==> config.mk <==
export PLATFORM = sky130hd
export DESIGN_NAME = evt_irq_accum
export DESIGN_NICKNAME = d
export VERILOG_FILES = /design/src/rtl/evt_pkg.sv /design/src/rtl/evt_pending_reg.sv /design/src/rtl/evt_reply_store.sv /design/src/rtl/evt_rsp_stream.sv /design/src/rtl/evt_irq_accum.sv
export SDC_FILE = /design/constraint.sdc
export NUM_CORES = 1
export LEC_CHECK = 0
export BUFFER_PORTS_ARGS = -buffer_cell sky130_fd_sc_hd__buf_2
export CORE_ASPECT_RATIO = 0.8
export CORE_MARGIN = 2
export CORE_UTILIZATION = 35
export DETAILED_ROUTE_END_ITERATION = 10
export HOLD_SLACK_MARGIN = 0.02
export SETUP_SLACK_MARGIN = 0.2
export SYNTH_ARGS = -nofsm -noshare
export SYNTH_HDL_FRONTEND = slang
export SYNTH_SLANG_ARGS = --single-unit
==> constraint.sdc <==
create_clock -name clk -period 2.1 [get_ports clk]
set_input_delay 0.21 -clock clk [delete_from_list [all_inputs] [get_ports clk]]
set_output_delay 0.21 -clock clk [all_outputs]
set_load 0.1 [all_outputs]
==> src/rtl/evt_pkg.sv <==
package evt_pkg;
  localparam int BYTE_W = 8;
  typedef logic [BYTE_W-1:0] byte_t;

  // pending update: sets take priority over clears
  function automatic byte_t f_next_pend(byte_t cur, byte_t clr, byte_t set);
    return (cur & ~clr) | set;
  endfunction

  function automatic logic f_irq_active(byte_t pend, byte_t mask);
    return |(pend & mask);
  endfunction

  function automatic byte_t f_ack_header(byte_t pend, byte_t bus_bits, logic bus_hit);
    return bus_hit ? (pend & bus_bits) : pend;
  endfunction

  function automatic byte_t f_ack_clear(byte_t bus_bits, logic bus_hit);
    return bus_hit ? bus_bits : '1;
  endfunction
endpackage

==> src/rtl/evt_pending_reg.sv <==
module evt_pending_reg #(
  parameter evt_pkg::byte_t MASK_RST = 8'h11
) (
  input  logic           clk,
  input  logic           rst_n,
  input  evt_pkg::byte_t set_bits,
  input  evt_pkg::byte_t clr_bits,
  input  logic           mask_we,
  input  evt_pkg::byte_t mask_din,
  output evt_pkg::byte_t pend_q,
  output evt_pkg::byte_t mask_q,
  output logic           irq_n
);
  import evt_pkg::*;

  always_ff @(posedge clk or negedge rst_n) begin
    if (!rst_n) begin
      pend_q <= '0;
      mask_q <= MASK_RST;
    end else begin
      pend_q <= f_next_pend(pend_q, clr_bits, set_bits);
      if (mask_we) mask_q <= mask_din;
    end
  end

  assign irq_n = ~f_irq_active(pend_q, mask_q);
endmodule

==> src/rtl/evt_reply_store.sv <==
module evt_reply_store #(
  parameter int RPL_MAX = 8,
  parameter int LEN_W   = $clog2(RPL_MAX + 1)
) (
  input  logic                  clk,
  input  logic                  rst_n,
  input  logic                  load,
  input  logic [LEN_W-1:0]      load_len,
  input  logic [RPL_MAX*8-1:0]  load_data,
  input  logic                  drop,
  output logic [LEN_W-1:0]      len_q,
  output logic [RPL_MAX*8-1:0]  data_q
);
  function automatic logic [LEN_W-1:0] f_clamp(logic [LEN_W-1:0] n);
    return (n > LEN_W'(RPL_MAX)) ? LEN_W'(RPL_MAX) : n;
  endfunction

  always_ff @(posedge clk or negedge rst_n) begin
    if (!rst_n) begin
      len_q  <= '0;
      data_q <= '0;
    end else if (load) begin
      len_q  <= f_clamp(load_len);
      data_q <= load_data;
    end else if (drop) begin
      len_q  <= '0;
    end
  end
endmodule

==> src/rtl/evt_rsp_stream.sv <==
module evt_rsp_stream #(
  parameter int RPL_MAX = 8,
  parameter int LEN_W   = $clog2(RPL_MAX + 1)
) (
  input  logic                  clk,
  input  logic                  rst_n,
  input  logic                  start,
  input  evt_pkg::byte_t        hdr,
  input  logic                  with_reply,
  input  logic [LEN_W-1:0]      rpl_len,
  input  logic [RPL_MAX*8-1:0]  rpl_data,
  output logic                  busy,
  output logic                  rsp_valid,
  output evt_pkg::byte_t        rsp_data,
  output logic                  rsp_last
);
  import evt_pkg::*;
  localparam int BUF_W = (RPL_MAX + 1) * BYTE_W;
  localparam int CNT_W = $clog2(RPL_MAX + 2);

  logic [BUF_W-1:0] buf_q;
  logic [CNT_W-1:0] cnt_q;

  always_ff @(posedge clk or negedge rst_n) begin
    if (!rst_n) begin
      buf_q <= '0;
      cnt_q <= '0;
    end else if (start) begin
      buf_q <= {rpl_data, hdr};
      cnt_q <= with_reply ? (CNT_W'(rpl_len) + CNT_W'(1)) : CNT_W'(1);
    end else if (cnt_q != '0) begin
      buf_q <= buf_q >> BYTE_W;
      cnt_q <= cnt_q - CNT_W'(1);
    end
  end

  assign busy      = (cnt_q != '0);
  assign rsp_valid = busy;
  assign rsp_data  = buf_q[BYTE_W-1:0];
  assign rsp_last  = (cnt_q == CNT_W'(1));
endmodule

==> src/rtl/evt_irq_accum.sv <==
module evt_irq_accum #(
  parameter int RPL_MAX  = 8,
  parameter int ARGC_W   = 4,
  parameter int TICK_BIT = 0,
  parameter int BUS_BIT  = 4,
  parameter int AUTO_BIT = 5,
  localparam int LEN_W   = $clog2(RPL_MAX + 1)
) (
  input  logic                 clk,
  input  logic                 rst_n,
  input  logic [7:0]           evt_set,
  input  logic                 rpl_load,
  input  logic                 rpl_auto,
  input  logic [LEN_W-1:0]     rpl_len,
  input  logic [RPL_MAX*8-1:0] rpl_data,
  input  logic                 cmd_mask_stb,
  input  logic                 cmd_ack_stb,
  input  logic [ARGC_W-1:0]    cmd_argc,
  input  logic [7:0]           cmd_arg,
  output logic                 rsp_valid,
  output logic [7:0]           rsp_data,
  output logic                 rsp_last,
  output logic                 irq_n
);
  import evt_pkg::*;

  localparam byte_t BUS_ONE  = byte_t'(1) << BUS_BIT;
  localparam byte_t AUTO_ONE = byte_t'(1) << AUTO_BIT;
  localparam byte_t TICK_ONE = byte_t'(1) << TICK_BIT;
  localparam byte_t BUS_BITS = BUS_ONE | AUTO_ONE;
  localparam byte_t MASK_RST = BUS_ONE | TICK_ONE;

  byte_t pend_q, mask_q, set_bits, clr_bits, hdr;
  logic  bus_hit, ack_ok, mask_ok, load_ok, auto_ok, stream_busy;
  logic [LEN_W-1:0]     st_len;
  logic [RPL_MAX*8-1:0] st_data;

  // command and event decode
  assign bus_hit  = pend_q[BUS_BIT];
  assign ack_ok   = cmd_ack_stb && (cmd_argc == '0) && !stream_busy;
  assign mask_ok  = cmd_mask_stb && (cmd_argc == ARGC_W'(1));
  assign load_ok  = rpl_load && !(rpl_auto && bus_hit);
  assign auto_ok  = load_ok && rpl_auto;
  assign set_bits = evt_set
                  | (load_ok ? BUS_ONE : '0)
                  | (auto_ok ? AUTO_ONE : '0);
  assign clr_bits = ack_ok ? f_ack_clear(BUS_BITS, bus_hit) : '0;
  assign hdr      = f_ack_header(pend_q, BUS_BITS, bus_hit);

  evt_pending_reg #(.MASK_RST(MASK_RST)) u_pend (
    .clk      (clk),
    .rst_n    (rst_n),
    .set_bits (set_bits),
    .clr_bits (clr_bits),
    .mask_we  (mask_ok),
    .mask_din (cmd_arg),
    .pend_q   (pend_q),
    .mask_q   (mask_q),
    .irq_n    (irq_n)
  );

  evt_reply_store #(.RPL_MAX(RPL_MAX), .LEN_W(LEN_W)) u_store (
    .clk       (clk),
    .rst_n     (rst_n),
    .load      (load_ok),
    .load_len  (rpl_len),
    .load_data (rpl_data),
    .drop      (ack_ok && bus_hit),
    .len_q     (st_len),
    .data_q    (st_data)
  );

  evt_rsp_stream #(.RPL_MAX(RPL_MAX), .LEN_W(LEN_W)) u_stream (
    .clk        (clk),
    .rst_n      (rst_n),
    .start      (ack_ok),
    .hdr        (hdr),
    .with_reply (bus_hit),
    .rpl_len    (st_len),
    .rpl_data   (st_data),
    .busy       (stream_busy),
    .rsp_valid  (rsp_valid),
    .rsp_data   (rsp_data),
    .rsp_last   (rsp_last)
  );
endmodule

======== Yosys cells after proc, flatten, opt, wreduce, memory -nomap -nowiden ========
Cells that the tools add are included.
W data, S select, Z words.
storage, ports and cells
  input bits .............................. 94
  logic and storage cells ................. 45
  output and inout port bits .............. 11
  register bits after elaboration ......... 160
operators by class
  add/sub/neg operators ................... 2
  multiplexer cells ....................... 13
  reductions and logical operators ........ 14
  bitwise gates (word level) .............. 7
  magnitude comparators ................... 1
  equality and inequality tests ........... 2
operator list
  kind                   number
  $mux W72               2
  $mux W4                6
  $mux W8                3
  $and A8 B8 Y8          2
  $eq A4 B1 Y1 const B   2
  $not A8 Y8             1
  $or A8 B5 Y8           1
  $or A8 B6 Y8           1
  $or A8 B8 Y8           1
  $reduce_or A8 Y1       1
  $logic_and A1 B1 Y1    7
  $mux W6                1
  $mux W5                1
  $add A4 B1 Y4 const B  1
  $gt A4 B4 Y1 const B   1
  $logic_not A4 Y1       1
  $reduce_bool A2 Y1     2
  $reduce_bool A4 Y1     1
  $sub A4 B1 Y4 const B  1
  $logic_not A1 Y1       2
  $not A1 Y1             1

======== Longest topological paths before layout ========
Gate-level depths: netlist (run 1).
  depth in word-level cells ............... 7
  depth in mapped cells ................... 7
  depth with buffers taken out ............ 6

======== Hierarchy ========
A second synthesis (run 1) with hierarchy kept.
second synthesis, totals
  cells, all modules ...................... 562
  area total of the unflattened synthesis .. 6,920.4 um2
by module, submodules not included
  module           area an instance (um2)  seq. area each (um2)  cells each  times used
  evt_rsp_stream   3,601.0                 1,901.8               353         1
  evt_reply_store  2,549.9                 1,701.6               146         1
  evt_pending_reg  663.1                   402.9                 46          1
  evt_irq_accum    106.4                   0.0                   17          1

======== Least setup slack after synthesis (run 1) ========
OpenSTA, ideal clock, no wires.
  path type ............................... flip-flop to output port
  start ................................... reg u_stream.cnt_q[1]
  end ..................................... out rsp_last
  data required time ...................... 1.890 ns
  setup slack ............................. -0.887 ns
  data arrival time ....................... 2.777 ns
  buffers on the path ..................... 0
  stages on the path, launching flop included .. 4
  path through ............................ dfrtp_1 > inv_1 > ha_1 > nor3b_1
between the ends
  longest elaborated chain between the ends .. 1
ends and longest elaborated chain
  element                 RTL line              source
  start, declared         evt_rsp_stream.sv:22  logic [CNT_W-1:0] cnt_q;
  start signal, assigned  evt_rsp_stream.sv:30  cnt_q <= with_reply ? (CNT_W'(rpl_len) + CNT_W'(1)) : CNT_W'(1);
  start signal, assigned  evt_rsp_stream.sv:33  cnt_q <= cnt_q - CNT_W'(1);
  $eq A4 B1 Y1            evt_rsp_stream.sv:40  assign rsp_last = (cnt_q == CNT_W'(1));
  end, declared           evt_irq_accum.sv:22   output logic rsp_last,
Every way passes these cells.

======== Worst setup path after layout (run 1) ========
  start ................................... reg u_pend.pend_q[4]
  end ..................................... out irq_n
between the ends
  longest elaborated chain between the ends .. 3
ends and longest elaborated chain
  element                 RTL line               source
  start, declared         evt_pending_reg.sv:10  output evt_pkg::byte_t pend_q,
  start signal, assigned  evt_pending_reg.sv:21  pend_q <= f_next_pend(pend_q, clr_bits, set_bits);
  $and A8 B8 Y8           evt_pkg.sv:11          return |(pend & mask);
  $reduce_or A8 Y1        evt_pkg.sv:11
  $not A1 Y1              evt_pending_reg.sv:26  assign irq_n = ~f_irq_active(pend_q, mask_q);
  end, declared           evt_irq_accum.sv:23    output logic irq_n
Every way passes these cells.

==> flow_metrics.env, run 1 <==
export IMPL_status="finished, final reports clean"
export IMPL_max_stage_delay_ns=0.51
export IMPL_synth_common_cells="197 x nand2_1, 158 x dfrtp_1, 77 x o21ai_0"
export IMPL_h_tree_depth=4
export IMPL_grt_max_degree=75
export IMPL_synth_simple_area_share_pct=17.2
export IMPL_synth_seq_cells=160
export IMPL_synthMuxAreaShare_pct=1.29
export IMPL_grt_pass1_wl_um=32100
export IMPL_num_rows=46
export IMPL_ctsRootBufferMaster="clkbuf_16"
export IMPL_die_x_um=162
export IMPL_synth_area_leaders="dfrtp_1 57%, nand2_1 11%, a31oi_1 5.7%"
export IMPL_path_max_fanout=11
export IMPL_synth_top_area_share_pct=56.5
export IMPL_fin_crit_ns=1.84
export IMPL_ys_seq_area_share_pct=57.3
export IMPL_cp_cell_sequence="a22oi_1 > and4_1 > buf_4"
export IMPL_max_slew_margin_pct=53.3
export IMPL_overflow=0
export IMPL_synth_xor_area_share_pct=0.501
export IMPL_fmax_mhz=542
export IMPL_worstPathRequired_ns=1.89
export IMPL_clock_latency_ns=0.43
export IMPL_worstSetupPathType="register to output port"
export IMPL_clkTransAtPathRegs_ns=0.06
export IMPL_grt_total_usage_pct=19.4
export IMPL_wl_met3_um=897
export IMPL_fp_coreArea_sq_um=19700
export IMPL_syn_nets=871
export IMPL_syn_area_sq_um=6990
export IMPL_dp_hpwl_um=11800
export IMPL_post_route_period_util_pct=87.8
export IMPL_rsz0062_at_grt="true"
export IMPL_worst_slew_pin_slew_ns=0.701
export IMPL_dr_max_layer_used="met4"
export IMPL_synth_compound_area_share_pct=18.3
export IMPL_skew_ns=0.00651
export IMPL_async_flop_share_pct=100
export IMPL_crit_path_start_kind="register"
export IMPL_cts_tree="yes"
export IMPL_maxSlewViolCount=0
export IMPL_cts_path_max_buffers=2
export IMPL_n_antenna_cell=0
export IMPL_dp_cells=1094
export IMPL_ys_flop_type="dfrtp_1"
export IMPL_initial_core_util_pct=35.5
export IMPL_num_fill_cells=1908
export IMPL_hold_class="primary input to register"
export IMPL_gp_congestion=0.765
export IMPL_avgSynthCellArea_sq_um=9.04
export IMPL_synthAdderAreaFrac_pct=0.716
export IMPL_m1WireLength_um=9570
export IMPL_antenna_found_initial=0
export IMPL_cp_arrival_ns=1.63
export IMPL_fin_setup_tns_ns=0
export IMPL_synth_cell_types=41
export IMPL_vias=6152
export IMPL_wirelength_um=19900
export IMPL_area_growth_synth_to_final_pct=35.6
export IMPL_fp_dieH_um=130
export IMPL_fin_ws_ns=0.256
export IMPL_syn_inst=773
export IMPL_cts_sinks=160
export IMPL_grt_pass1_vias=6134
export IMPL_synth_top_family_by_area="compound AO/OA/AOI/OAI gates"
export IMPL_power_density_nw_per_um2=1190
export IMPL_drc_errors=0
export IMPL_cts_made_buffers=17
export IMPL_die_area_sq_um=21100
export IMPL_synthMostInstantiatedCell="nand2_1"
export IMPL_numPortBuffers=104
export IMPL_crit_path_top_delay_cell="dfrtp_2"
export IMPL_maxCapViolations=0
export IMPL_endpoint_kind="output port"
export IMPL_ant_nets=0
export IMPL_ys_warnings_count=0
export IMPL_synth_top_area_cell="dfrtp_1"
export IMPL_stdcell_count=1213
export IMPL_wl_per_cell_um=16.4
export IMPL_drt_iter0_drc=421
export IMPL_dr_pass1_iters=5
export IMPL_leakagePower_nw=4.48
export IMPL_drive_gt1_share_pct=20.4
export IMPL_ir_drop_mv=0.636
export IMPL_setup_viol=0
export IMPL_vias_per_cell=5.07
export IMPL_synth_edf_count=0
export IMPL_final_nets=1034
export IMPL_dpl_worst_slack_ns=0.150
export IMPL_p_total_mw=11.3
export IMPL_io_pins=105
export IMPL_finalHoldViolCount=0
export IMPL_wl_met2_um=9130
## final timing paths
path | start | end | slack (ns) | depth (start not counted)
max reg2reg | u_stream.cnt_q[1]$_DFFE_PN0P_ | u_pend.pend_q[5]$_DFF_PN0_ | 0.26 | 7
min reg2reg | u_store.data_q[43]$_DFFE_PN0P_ | u_store.data_q[43]$_DFFE_PN0P_ | 0.48 | 2
min | rpl_data[7] | u_store.data_q[7]$_DFFE_PN0P_ | 0.03 | 3
max | u_pend.pend_q[4]$_DFF_PN0_ | irq_n | 0.26 | 3
max in group asynchronous | rst_n | u_store.data_q[17]$_DFFE_PN0P_ | 1.18 | 3
min in group asynchronous | rst_n | u_store.data_q[1]$_DFFE_PN0P_ | 0.31 | 2
## metal layers
| layer | global-route usage, % | vias to the layer above |
|---|---|---|
| li1 | - | 2964 |
| met1 | 27.5 | 2998 |
| met2 | 30.4 | 167 |
| met3 | 4.17 | 23 |
| met4 | 5.47 | 0 |
| met5 | 0 | - |
## through the flow
step           utilization [%]  area (sq um)  hold slack, ns
6_report                  48.2          9480          0.0301
3_3_place_gp              40.0          7870           0.211
5_1_grt                   48.2          9480          0.0353
2_1_floorplan                -          7000         -0.0856
4_1_cts                   47.9          9420          0.0202
3_5_place_dp              40.0          7870           0.203
## power breakdown
part           leakage (nW)  switching (mW)  total (mW)  internal [mW]
clock                 0.324            1.23        3.48           2.25
sequential             1.99           0.455        4.32           3.86
combinational          2.17            2.19        3.52           1.34
## registers in the layout (all words and copies together) (netlist names)
signal	cells
u_pend.mask_q	8
u_store.data_q	64
u_store.len_q	4
u_pend.pend_q	8
u_stream.cnt_q	4
u_stream.buf_q	72
## final cells by class
class | count | area (sq um) | share of cell area [%]
clock buffer | 20 | 447 | 4.71
clock inverter | 12 | 213 | 2.24
inverter | 3 | 11.3 | 0.119
multi-input combinational | 537 | 2710 | 28.6
sequential | 160 | 4010 | 42.3
tap | 264 | 330 | 3.49
timing repair buffer | 217 | 1760 | 18.5
## placed cells by master (no fill, tap or decap), drive strengths merged, types with 5 or more instances in the layout
master       count
dfrtp          158
dlygate4sd3     77
a22oi            5
nand2          197
buf            137
clkbuf          20
nor2            66
o21ai           77
mux2             8
bufinv           6
nand4b           6
clkinv           5
a21oi           66
a21o             6
a31oi           64
nand3           10
## critical path: cells and delay by family, from the launching register on
family                 cells  cell delay, ns
AOI/OAI and AO/OA          1            0.19
buffers and inverters      1            0.29
DFF                        1            0.51
and+or+nand+nor            1            0.21
## timing repair
item                                    CTS  global route
pin swaps                                 0             0
gates resized for setup                   4             5
endpoints found under the hold margin   120             0
hold buffers                             77             0
endpoints found under the setup margin   10             9
gates cloned                              3             0
setup buffers                             2             5
## logic make-up (layout without fill, tap and decap cells)
kind of cell	after synthesis	in the layout
compound gates	227	227
xor+xnor	4	4
fa+ha+maj	4	4
buf+inv	76	252
flops	160	160
mux	8	8
simple gates	294	294
Note: power is estimated with default switching activity, not from simulation.
==> inputs of run 2 (changes only) <==
--- a/config.mk
+++ b/config.mk
@@ -8,9 +8,10 @@
 export BUFFER_PORTS_ARGS = -buffer_cell sky130_fd_sc_hd__buf_2
 export CORE_ASPECT_RATIO = 0.8
 export CORE_MARGIN = 2
-export CORE_UTILIZATION = 35
+export CORE_UTILIZATION = 57
 export DETAILED_ROUTE_END_ITERATION = 10
 export HOLD_SLACK_MARGIN = 0.02
+export PLACE_DENSITY = 0.8
 export SETUP_SLACK_MARGIN = 0.2
 export SYNTH_ARGS = -nofsm -noshare
 export SYNTH_HDL_FRONTEND = slang
==> run 2 against run 1 <==
Compared with the run above: final cell count decreased by 10%; fmax fell by 1.5%; count of clock-buffer cells in the layout up 1; critical path type unchanged.
==> flow_metrics.env, run 2 (synthesis gave the netlist of run 1 again) <==
export IMPL_status="finished, final reports clean"
export IMPL_top_register="u_stream.buf_q"
export IMPL_antenna_found_initial=0
export IMPL_cp_arrival_ns=1.66
export IMPL_drive_gt1_share_pct=19.8
export IMPL_post_route_util_pct=76.2
export IMPL_area_growth_synth_to_final_pct=31.5
export IMPL_crit_path_start_kind="register"
export IMPL_hold_class="primary input to register"
export IMPL_worst_slew_pin_slew_ns=0.657
export IMPL_fp_dieH_um=103
export IMPL_wirelength_um=20200
export IMPL_vias_per_cell=5.99
export IMPL_cts_sinks=160
export IMPL_die_x_um=128
export IMPL_dr_pass1_iters=8
export IMPL_crit_path_top_delay_cell="dfrtp_1"
export IMPL_grt_total_usage_pct=32.3
export IMPL_clock_latency_ns=0.43
export IMPL_drc_errors=0
export IMPL_initial_core_util_pct=57.9
export IMPL_leakagePower_nw=4.38
export IMPL_cp_cell_sequence="buf_4 > buf_4 > ha_1 > nor3b_2 > buf_4"
export IMPL_p_total_mw=11.1
export IMPL_overflow=0
export IMPL_fp_coreArea_sq_um=12100
export IMPL_post_route_period_util_pct=89.2
export IMPL_hold_slack_ns=0.0288
export IMPL_num_rows=36
export IMPL_die_area_sq_um=13200
export IMPL_cts_path_max_buffers=2
export IMPL_largest_register_ffs=72
export IMPL_path_max_fanout=2
export IMPL_final_common_cell="nand2_1"
export IMPL_finalInstanceArea_sq_um=9190
export IMPL_worstPathRequired_ns=1.89
export IMPL_finalHoldViolCount=0
export IMPL_ir_drop_mv=0.765
export IMPL_final_nets=1023
export IMPL_n_antenna_cell=0
export IMPL_max_stage_delay_ns=0.40
export IMPL_maxCapViolations=0
export IMPL_critPathMostFrequentCell="buf_4"
export IMPL_rsz0062_at_grt="false"
export IMPL_io_pins=105
export IMPL_setup_viol=0
export IMPL_fmax_mhz=534
export IMPL_hold_depth=2
export IMPL_h_tree_depth=4
export IMPL_endpoint_kind="output port"
export IMPL_numPortBuffers=104
export IMPL_worstSetupPathType="register to output port"
export IMPL_ant_nets=0
export IMPL_ctsRootBufferMaster="clkbuf_16"
export IMPL_biggestRegsByFlops="u_stream.buf_q x72, u_store.data_q x64"
export IMPL_wl_per_cell_um=18.6
export IMPL_drt_iter0_drc=827
export IMPL_dp_hpwl_um=10700
export IMPL_cts_tree="yes"
export IMPL_skew_ns=0.00780
export IMPL_vias=6529
export IMPL_grt_pass1_wl_um=32700
export IMPL_place_area_sq_um=7640
export IMPL_maxSlewViolCount=0
export IMPL_clkTransAtPathRegs_ns=0.07
export IMPL_cts_made_buffers=17
export IMPL_final_cell_mix="197 x nand2_1, 157 x dfrtp_1, 100 x buf_2"
export IMPL_power_density_nw_per_um2=1210
export IMPL_grt_max_degree=75
export IMPL_gp_congestion=0.823
export IMPL_fin_crit_ns=1.87
export IMPL_grt_pass1_vias=6686
export IMPL_max_slew_margin_pct=56.2
export IMPL_rr_worst_depth=8
export IMPL_fin_setup_tns_ns=0
run 2: repair_timing:
item | CTS | global route
pin swaps | 0 | 0
gates resized for setup | 6 | 5
setup endpoints to repair | 11 | 29
cloned | 3 | 0
hold endpoints to repair | 118 | 0
hold buffers | 75 | 0
setup buffers | 4 | 5
run 2: path summary, 6_finish.rpt:
path,from,slack (ns),end
worst max register to register,u_stream.cnt_q[0]$_DFFE_PN0P_,0.25,u_stream.buf_q[32]$_DFFE_PN0P_
max in group asynchronous,rst_n,1.13,u_stream.buf_q[58]$_DFFE_PN0P_
worst max-delay path,u_stream.cnt_q[0]$_DFFE_PN0P_,0.23,rsp_last
worst min-delay path,cmd_arg[6],0.03,u_pend.mask_q[6]$_DFFE_PN0P_
worst min register to register,u_store.data_q[21]$_DFFE_PN0P_,0.48,u_store.data_q[21]$_DFFE_PN0P_
min in group asynchronous,rst_n,0.29,u_pend.pend_q[2]$_DFF_PN0_
run 2: final cells by class:
type                            instances  area, sq um
Clock buffer                           21          460
Multi-Input combinational cell        537         2720
Timing Repair Buffer                  206         1670
Inverter                                3         11.3
Tap cell                              152          190
Sequential cell                       160         4010
Fill cell                             767         2880
Clock inverter                         11          131
run 2: per-layer routing:
metal | global-route usage [%] | wire length [um]
met5 | 0 | 0
met3 | 6.64 | 1530
met1 | 41.3 | 8230
met4 | 14.5 | 578
met2 | 54.2 | 9900
run 2: stage by stage:
stage,worst slack [ns],std cells
after floorplan,0.107,773
after global placement,0.201,971
after detailed placement,0.144,971
after CTS,0.160,1085
after global routing,0.197,1090
final,0.227,1090
run 2: critical path: cells and delay by family (launching register included):
| family | cells | cell delay, ns |
|---|---|---|
| fa+ha+maj | 1 | 0.18 |
| simple gates | 1 | 0.16 |
| flops | 1 | 0.40 |
| buf+inv | 3 | 0.50 |
run 2: power breakdown:
group | internal (mW) | total, mW | switching, mW
Sequential | 3.86 | 4.34 | 0.480
Combinational | 1.36 | 3.67 | 2.31
Clock | 1.82 | 3.10 | 1.28
==> inputs of run 3 (changes only) <==
--- a/config.mk
+++ b/config.mk
@@ -12,6 +12,7 @@
 export DETAILED_ROUTE_END_ITERATION = 10
 export HOLD_SLACK_MARGIN = 0.02
 export PLACE_DENSITY = 0.8
+export RECOVER_POWER = 100
 export SETUP_SLACK_MARGIN = 0.2
 export SYNTH_ARGS = -nofsm -noshare
 export SYNTH_HDL_FRONTEND = slang
==> constraint.sdc (replaced) <==
create_clock -name clk -period 2.1 [get_ports clk]
set_input_delay 0.21 -clock clk [delete_from_list [all_inputs] [get_ports clk]]
set_output_delay 0.21 -clock clk [all_outputs]
set_load 0.005 [all_outputs]
==> run 3 against run 2 <==
Compared with the run above: wire length is 0.54% higher; worst hold slack gained 0.0040 ns; via count down 0.44%; final cell count stayed put; sequential cell count stayed put; largest power group unchanged; sequential share of layout area increased by 0.35 points; design area down 0.82%; non-clock buffer count is 1 higher; power fell by 6.7%; setup slack got worse by 0.051 ns; sequential power is essentially flat.
==> flow_metrics.env, run 3 (synthesis gave the netlist of run 1 again) <==
export IMPL_die_area_sq_um=13200
export IMPL_max_stage_delay_ns=0.47
export IMPL_post_route_period_util_pct=91.6
export IMPL_vias_per_cell=5.96
export IMPL_worstPathRequired_ns=1.89
export IMPL_max_slew_margin_pct=12.5
export IMPL_multi_input_area_sq_um=2700
export IMPL_crit_path_start_kind="register"
export IMPL_top_register="u_stream.buf_q"
export IMPL_overflow=0
export IMPL_drive_gt1_share_pct=18.3
export IMPL_dr_pass1_iters=5
export IMPL_gp_congestion=0.858
export IMPL_cp_cell_sequence="clkbuf_2 > a22oi_1 > and4_1 > buf_2"
export IMPL_fin_setup_tns_ns=0
export IMPL_seq_power_share_pct=42.1
export IMPL_cts_made_buffers=17
export IMPL_clkTransAtPathRegs_ns=0.06
export IMPL_ir_drop_mv=0.753
export IMPL_fp_coreArea_sq_um=12100
export IMPL_grt_pass1_wl_um=31700
export IMPL_post_route_util_pct=75.5
export IMPL_cts_tree="yes"
export IMPL_endpoint_kind="output port"
export IMPL_fin_crit_ns=1.92
export IMPL_p_sw_share_pct=32.1
export IMPL_vias=6500
export IMPL_largest_register_ffs=72
export IMPL_cp_arrival_ns=1.71
export IMPL_grt_max_degree=76
export IMPL_io_pins=105
export IMPL_dp_cells=972
export IMPL_cts_path_max_buffers=2
export IMPL_initial_core_util_pct=57.9
export IMPL_dp_hpwl_um=10700
export IMPL_power_density_nw_per_um2=1140
export IMPL_internal_power_mw=7.04
export IMPL_n_antenna_cell=0
export IMPL_leakagePower_nw=4.35
export IMPL_num_rows=36
export IMPL_stdcell_count=1090
export IMPL_finalInstanceArea_sq_um=9120
export IMPL_antenna_found_initial=0
export IMPL_fmax_mhz=520
export IMPL_clock_latency_ns=0.43
export IMPL_clkPwrFrac_pct=30.8
export IMPL_path_max_fanout=13
export IMPL_crit_path_top_delay_cell="dfrtp_1"
export IMPL_final_nets=1024
export IMPL_drc_errors=0
export IMPL_maxSlewViolCount=0
export IMPL_numPortBuffers=104
export IMPL_seqCellArea_sq_um=4010
export IMPL_final_common_cell="nand2_1"
export IMPL_biggestRegsByFlops="u_stream.buf_q x72, u_store.data_q x64"
export IMPL_p_comb_share_pct=27.2
export IMPL_die_x_um=128
export IMPL_skew_ns=0.00697
export IMPL_wirelength_um=20400
export IMPL_rsz0062_at_grt="false"
export IMPL_worstSetupPathType="register to output port"
export IMPL_final_cell_mix="197 x nand2_1, 158 x dfrtp_1, 95 x buf_2"
export IMPL_drt_iter0_drc=762
export IMPL_p_switching_mw=3.33
export IMPL_maxCapViolations=0
export IMPL_setup_viol=0
export IMPL_status="finished, final reports clean"
export IMPL_place_area_sq_um=7620
export IMPL_wl_per_cell_um=18.7
export IMPL_cts_sinks=160
export IMPL_ant_nets=0
export IMPL_finalHoldViolCount=0
export IMPL_num_fill_cells=834
export IMPL_grt_pass1_vias=6381
export IMPL_ctsRootBufferMaster="clkbuf_16"
export IMPL_hold_class="primary input to register"
export IMPL_grt_total_usage_pct=31.4
export IMPL_h_tree_depth=4
export IMPL_worst_slew_pin_slew_ns=1.31
export IMPL_fp_dieH_um=103
export IMPL_area_growth_synth_to_final_pct=30.4
==> run 3: power by group through the flow <==
stage | clock (mW) | sequential, mW | combinational [mW]
after floorplan | 0 | 4.19 | 1.75
after global placement | 0 | 4.33 | 2.20
after detailed placement | 0 | 4.37 | 2.31
after CTS | 3.21 | 4.33 | 2.65
after global routing | 3.35 | 4.42 | 3.12
final | 3.19 | 4.37 | 2.82
==> run 3: stage by stage <==
stage / hold slack (ns) / power, mW / setup WS [ns]
2_1_floorplan: -0.0856 / 5.94 / 0.256
3_3_place_gp: 0.176 / 6.53 / 0.202
3_5_place_dp: 0.183 / 6.68 / 0.167
4_1_cts: 0.0215 / 10.2 / 0.231
5_1_grt: 0.0252 / 10.9 / 0.117
6_report: 0.0329 / 10.4 / 0.176
==> run 3: layer usage <==
metal | track usage (%) | wire, um
met5 | 0 | 0
met1 | 41.6 | 8420
met3 | 7.73 | 1540
met4 | 12.5 | 576
met2 | 50.9 | 9820
==> run 3: area by class of cell <==
class	instances	share of cell area, %
Sequential cell	160	43.9
Timing Repair Buffer	207	17.6
Tap cell	152	2.09
Multi-Input combinational cell	537	29.6
Clock inverter	10	1.47
Clock buffer	21	5.16
Inverter	3	0.124
==> run 3: final timing paths <==
check                                          startpoint                             end  slack (ns)  cells past startpoint
min                                            cmd_arg[2]    u_pend.mask_q[2]$_DFFE_PN0P_        0.03                      2
max                            u_pend.pend_q[4]$_DFF_PN0_                           irq_n        0.18                      4
max in group asynchronous                           rst_n    u_pend.mask_q[0]$_DFFE_PN1P_        0.47                      3
min in group asynchronous                           rst_n   u_stream.buf_q[4]$_DFFE_PN0P_        0.62                      2
min reg2reg                u_store.data_q[17]$_DFFE_PN0P_  u_store.data_q[17]$_DFFE_PN0P_        0.48                      2
max reg2reg                 u_stream.cnt_q[0]$_DFFE_PN0P_      u_pend.pend_q[1]$_DFF_PN0_        0.19                      6
==> run 3: what timing repair did <==
item                                    in CTS  in global routing
buffers inserted                             3                  4
gates cloned                                 2                  2
endpoints found under the hold margin      117                  0
pin swaps                                    0                  1
resized for setup                            5                  5
endpoints found under the setup margin      10                 24
hold buffers                                76                  0
==> run 3: critical path: cells and delay by family (launching register included) <==
family / cells / cell delay [ns]
buffers and inverters: 2 / 0.39
AOI/OAI and AO/OA: 1 / 0.22
DFF: 1 / 0.47
and+or+nand+nor: 1 / 0.22
